File: config.mk
export PLATFORM = sky130hd
export DESIGN_NAME = dspctl_reg
export DESIGN_NICKNAME = d
export VERILOG_FILES = /design/src/rtl/dspctl_pkg.sv /design/src/rtl/dspctl_field.sv /design/src/rtl/dspctl_ccond.sv /design/src/rtl/dspctl_pack.sv /design/src/rtl/dspctl_reg.sv
export SDC_FILE = /design/constraint.sdc
export NUM_CORES = 1
export LEC_CHECK = 0
export CAP_MARGIN = 25
export CORE_ASPECT_RATIO = 1.1
export CORE_MARGIN = 1
export CORE_UTILIZATION = 38
export DETAILED_ROUTE_END_ITERATION = 8
export GPL_TIMING_DRIVEN = 0
export PLACE_DENSITY = 0.94
export SLEW_MARGIN = 10
export SYNTH_ARGS = -nofsm -noshare
export SYNTH_HDL_FRONTEND = slang
export SYNTH_SLANG_ARGS = --single-unit
File: constraint.sdc
create_clock -name clk -period 2.3 [get_ports clk]
set_input_delay 0.345 -clock clk [delete_from_list [all_inputs] [get_ports clk]]
set_output_delay 0.345 -clock clk [all_outputs]
set_load 0.05 [all_outputs]
File: src/rtl/dspctl_pkg.sv
package dspctl_pkg;
  localparam int unsigned WORD_W  = 32;
  localparam int unsigned NFIELD  = 6;

  // select-mask bit index per field
  localparam int unsigned SEL_POS = 0;
  localparam int unsigned SEL_SC  = 1;
  localparam int unsigned SEL_CY  = 2;
  localparam int unsigned SEL_OV  = 3;
  localparam int unsigned SEL_CC  = 4;
  localparam int unsigned SEL_XF  = 5;

  // field placement in the word
  localparam int unsigned POS_LSB = 0;
  localparam int unsigned POS_W   = 6;
  localparam int unsigned SC_LSB  = 7;
  localparam int unsigned SC_W    = 6;
  localparam int unsigned CY_BIT  = 13;
  localparam int unsigned XF_BIT  = 14;
  localparam int unsigned OV_LSB  = 16;
  localparam int unsigned OV_W    = 8;
  localparam int unsigned CC_LSB  = 24;
  localparam int unsigned CC_W    = 8;
  localparam int unsigned CC_NARROW_W = 4;

  typedef struct packed {
    logic [CC_W-1:0]  cc;
    logic [OV_W-1:0]  ov;
    logic             xf;
    logic             cy;
    logic [SC_W-1:0]  sc;
    logic [POS_W-1:0] pos;
  } dspctl_fields_t;
endpackage

File: src/rtl/dspctl_field.sv
module dspctl_field #(
  parameter int unsigned W = 8
) (
  input  logic         clk,
  input  logic         rst_n,
  input  logic         en,
  input  logic [W-1:0] d,
  output logic [W-1:0] q
);
  logic [W-1:0] q_nxt;

  always_comb begin
    q_nxt = q;
    if (en) q_nxt = d;
  end

  always_ff @(posedge clk or negedge rst_n) begin
    if (!rst_n) q <= '0;
    else        q <= q_nxt;
  end


  field_hold_chk: assert property (@(posedge clk) disable iff (!rst_n)
    !en |=> $stable(q));


  field_load_chk: assert property (@(posedge clk) disable iff (!rst_n)
    en |=> (q == $past(d)));
endmodule

File: src/rtl/dspctl_ccond.sv
module dspctl_ccond
  import dspctl_pkg::*;
#(
  parameter bit WIDE_CC = 1'b0
) (
  input  logic            clk,
  input  logic            rst_n,
  input  logic            en,
  input  logic [CC_W-1:0] d,
  output logic [CC_W-1:0] q
);
  generate
    if (WIDE_CC) begin : g_wide
      dspctl_field #(.W(CC_W)) u_cc (
        .clk(clk), .rst_n(rst_n), .en(en), .d(d), .q(q));
    end else begin : g_narrow
      logic [CC_NARROW_W-1:0] lo_q;
      logic                   unused_hi;
      assign unused_hi = ^d[CC_W-1:CC_NARROW_W];
      dspctl_field #(.W(CC_NARROW_W)) u_cc (
        .clk(clk), .rst_n(rst_n), .en(en),
        .d(d[CC_NARROW_W-1:0]), .q(lo_q));
      assign q = {{(CC_W-CC_NARROW_W){1'b0}}, lo_q};


      cc_hi_zero_chk: assert property (@(posedge clk) disable iff (!rst_n)
        q[CC_W-1:CC_NARROW_W] == '0);
    end
  endgenerate
endmodule

File: src/rtl/dspctl_pack.sv
module dspctl_pack
  import dspctl_pkg::*;
(
  input  dspctl_fields_t    fld,
  input  logic [NFIELD-1:0] sel,
  output logic [WORD_W-1:0] word
);
  always_comb begin
    word = '0;
    if (sel[SEL_POS]) word[POS_LSB +: POS_W] = fld.pos;
    if (sel[SEL_SC])  word[SC_LSB  +: SC_W]  = fld.sc;
    if (sel[SEL_CY])  word[CY_BIT]           = fld.cy;
    if (sel[SEL_XF])  word[XF_BIT]           = fld.xf;
    if (sel[SEL_OV])  word[OV_LSB  +: OV_W]  = fld.ov;
    if (sel[SEL_CC])  word[CC_LSB  +: CC_W]  = fld.cc;
  end
endmodule

File: src/rtl/dspctl_reg.sv
module dspctl_reg
  import dspctl_pkg::*;
#(
  parameter bit WIDE_CC = 1'b0
) (
  input  logic              clk,
  input  logic              rst_n,
  input  logic              wr_en,
  input  logic [WORD_W-1:0] wr_data,
  input  logic [NFIELD-1:0] wr_mask,
  input  logic [NFIELD-1:0] rd_mask,
  output logic [WORD_W-1:0] rd_data
);
  logic [NFIELD-1:0] fld_we;
  dspctl_fields_t    fld_q;
  logic              unused_rsvd;

  assign fld_we      = {NFIELD{wr_en}} & wr_mask;
  assign unused_rsvd = wr_data[15] ^ wr_data[6];

  dspctl_field #(.W(POS_W)) u_pos (
    .clk(clk), .rst_n(rst_n), .en(fld_we[SEL_POS]),
    .d(wr_data[POS_LSB +: POS_W]), .q(fld_q.pos));

  dspctl_field #(.W(SC_W)) u_sc (
    .clk(clk), .rst_n(rst_n), .en(fld_we[SEL_SC]),
    .d(wr_data[SC_LSB +: SC_W]), .q(fld_q.sc));

  dspctl_field #(.W(1)) u_cy (
    .clk(clk), .rst_n(rst_n), .en(fld_we[SEL_CY]),
    .d(wr_data[CY_BIT]), .q(fld_q.cy));

  dspctl_field #(.W(1)) u_xf (
    .clk(clk), .rst_n(rst_n), .en(fld_we[SEL_XF]),
    .d(wr_data[XF_BIT]), .q(fld_q.xf));

  dspctl_field #(.W(OV_W)) u_ov (
    .clk(clk), .rst_n(rst_n), .en(fld_we[SEL_OV]),
    .d(wr_data[OV_LSB +: OV_W]), .q(fld_q.ov));

  dspctl_ccond #(.WIDE_CC(WIDE_CC)) u_cc (
    .clk(clk), .rst_n(rst_n), .en(fld_we[SEL_CC]),
    .d(wr_data[CC_LSB +: CC_W]), .q(fld_q.cc));

  dspctl_pack u_pack (.fld(fld_q), .sel(rd_mask), .word(rd_data));


  rsvd_zero_chk: assert property (@(posedge clk) disable iff (!rst_n)
    (rd_data[15] == 1'b0) && (rd_data[6] == 1'b0));


  rd_gate_chk: assert property (@(posedge clk) disable iff (!rst_n)
    (!rd_mask[SEL_OV] |-> rd_data[OV_LSB +: OV_W] == '0) and
    (!rd_mask[SEL_POS] |-> rd_data[POS_LSB +: POS_W] == '0));


  idle_stable_chk: assert property (@(posedge clk) disable iff (!rst_n)
    !wr_en |=> $stable(fld_q));
endmodule

==> results <==
## synth_stat cells
| library cell | number | area share (%) |
|---|---|---|
| sky130_fd_sc_hd__nand2_2 | 1 | 0.53 |
| sky130_fd_sc_hd__nand2_1 | 5 | 1.6 |
| sky130_fd_sc_hd__buf_4 | 6 | 3.8 |
| sky130_fd_sc_hd__and2_1 | 26 | 14 |
| sky130_fd_sc_hd__dfrtp_1 | 26 | 55 |
| sky130_fd_sc_hd__mux2_2 | 26 | 25 |
| sky130_fd_sc_hd__conb_1 | 1 | 0.32 |
## cells by family after synthesis
family,synth area share [%]
other cells,0.3178
buf+inv,3.817
mux,24.81
flops,55.14
simple gates,15.91
## worst max-delay path by stage
stage	from	endpoint	slack (ps)	cells after the start
after detailed placement	rd_mask[3]	rd_data[17]	60	3
final	rd_mask[3]	rd_data[17]	70	3
after global placement	rd_mask[3]	rd_data[16]	100	3
after CTS	rd_mask[3]	rd_data[17]	60	3
after floorplan	rd_mask[2]	rd_data[13]	1200	1
after global routing	rd_mask[3]	rd_data[23]	2	3
## final cells by class
type	count	share of cell area [%]
clock buffers	4	1.847
repair buffers	67	35.03
multi-input cells	64	25.61
well taps	33	2.102
flip-flops and latches	26	33.12
plain buffers	6	2.293
## stage by stage
stage / util, % / cell area [µm²] / hold slack (ps)
after floorplan: - / 1199 / 49.41
after global placement: 66.62 / 1901 / 481.2
after detailed placement: 67.59 / 1928 / 488.6
after CTS: 68.86 / 1964 / 389.3
after global routing: 68.86 / 1964 / 417.2
final: 68.86 / 1964 / 372.6
## placed cells by master (no fill, tap or decap)
cell,instances
sky130_fd_sc_hd__clkbuf_8,1
sky130_fd_sc_hd__dfrtp_1,26
sky130_fd_sc_hd__clkbuf_4,3
sky130_fd_sc_hd__and2_1,26
sky130_fd_sc_hd__nand2_1,5
sky130_fd_sc_hd__conb_1,6
sky130_fd_sc_hd__mux2_2,26
sky130_fd_sc_hd__buf_16,1
sky130_fd_sc_hd__buf_4,6
sky130_fd_sc_hd__nand2_2,1
sky130_fd_sc_hd__clkdlybuf4s50_1,66
## state kept, by name, indices dropped and copies added, names as in the netlist
name and flops:
u_sc.q 6, u_cc.g_narrow.u_cc.q 4, u_ov.q 8, u_cy.q 1
u_xf.q 1, u_pos.q 6
## layer usage
layer  global-route usage, %  routed length [µm]
met5                       0                   0
met4                   7.500                  42
met3                   3.008                 141
met2                   36.66                1544
met1                   18.17                1010
## worst max-delay path, stage by stage
cell,delay (ps)
sky130_fd_sc_hd__clkdlybuf4s50_1,570
sky130_fd_sc_hd__and2_1,170
sky130_fd_sc_hd__clkdlybuf4s50_1,800
## power breakdown
group / internal [mW] / switching (mW) / total (mW) / leakage, nW
Clock: 0.0968 / 0.130 / 0.227 / 0.0210
Combinational: 0.223 / 0.264 / 0.487 / 0.507
Sequential: 0.524 / 0.0295 / 0.553 / 0.305
Total: 0.843 / 0.424 / 1.27 / 0.833
==> results.cfg <==
[clock_tree]
clk_pin_slew_ps = 140
max-clock-path-buffers = 2
hold_buffers = 0
htree_num_levels = 1
clk-insertion-delay-late_ps = 320
cts_resized = 0
cts-buffers-inserted = 3
root_buffer = sky130_fd_sc_hd__clkbuf_4
cts_tree = built
post-cts-setup-buffer-count = 0
cts_num_sinks = 26

[detailed_routing]
avgViaCountPerCell = 4.590
num_vias = 918
detail-route-antenna-nets = 0
drcViolationCount = 0
drt-wirelength-per-cell_um = 13.69
dr.pass1.iters = 1
drt_iter0_markers = 0
routed_wirelength_um = 2738

[finish]
number_of_fillers_in_the_final_layout = 206
finalNetCount = 215
instances_no_fill = 200
area.growth.synth_to_final_pct = 66.49
multi_input_gate_area_um2 = 503.0
drive_above_1_share_pct = 22.75
final-seq-area_um2 = 650.6
count_of_inserted_antenna_diode_cells = 0

[outcome]
run_status = finished clean

[power_and_ir_drop]
p_leak_nw = 0.8328
power.density_cell_area_nw_per_um2 = 645.0
p_total_mw = 1.267
vdd.ir_drop.worst_mv = 0.5497

[setup_path]
worstPathArrival_ps = 1880
worst-r2r-cell-count = 1
critical_path.reg2reg.endpoint = u_pos.q[5]
reg2reg_setup_slack_ps = 1520
rr_startpoint = u_pos.q[5]
worst_setup_path_end_kind = primary output
max_fanout_on_critical_path = 8
worst_setup_path_start_kind = primary input
setup.worst_path.class = primary input to primary output
cp.required_ps = 1960

[min_path]
worst_hold_path_type = primary input to asynchronous set/reset pin

[yosys]
ys_seq_area_share_pct = 55.14
postSynthAreaPerCell_um2 = 12.97
netlist_instances = 91
synthDistinctLibCells = 7
count_of_yosys_warnings_during_synthesis = 0
post_synth_instance_area_um2 = 1180
synth.ff_latch_count = 26

[place]
io_buffers = 66
placedCellCount = 196
place_ws_ps = 62.09
finalWeightedCongestion = 0.7008

[floorplan]
io_pins = 79
row_count = 20
die_area_um2 = 3332
die_height_um = 60.44
initial_utilization_pct = 41.36
die_w_um = 55.13
core_area_um2 = 2853

[grt]
grt.overflow.total = 0
antenna_violations_before_repair = 0
grt_start_max_net_pins = 17
gr-usage-all-layers_pct = 18.49
first_pass_grt_wire_length_um = 4264
number_of_global_route_vias_before_repair = 944

[sta]
achievable-frequency_mhz = 448.9
final_hold_vios = 0
tightestPinTransition_ps = 582.0
setup_total_negative_slack_ps = 0
finalSetupViolCount = 0
max_slew_margin_pct = 61.08
final.setup.worst_slack_ps = 72.15
clock_skew_ps = 0
drv_slew = 0
fin_crit_sh_pct = 96.86
grt_setup_unrepaired = false
clock_period_minus_final_worst_setup_slack_ps = 2228

[flow_run]
max_cap_violations = 0
Power figures use the tool's default switching activity.
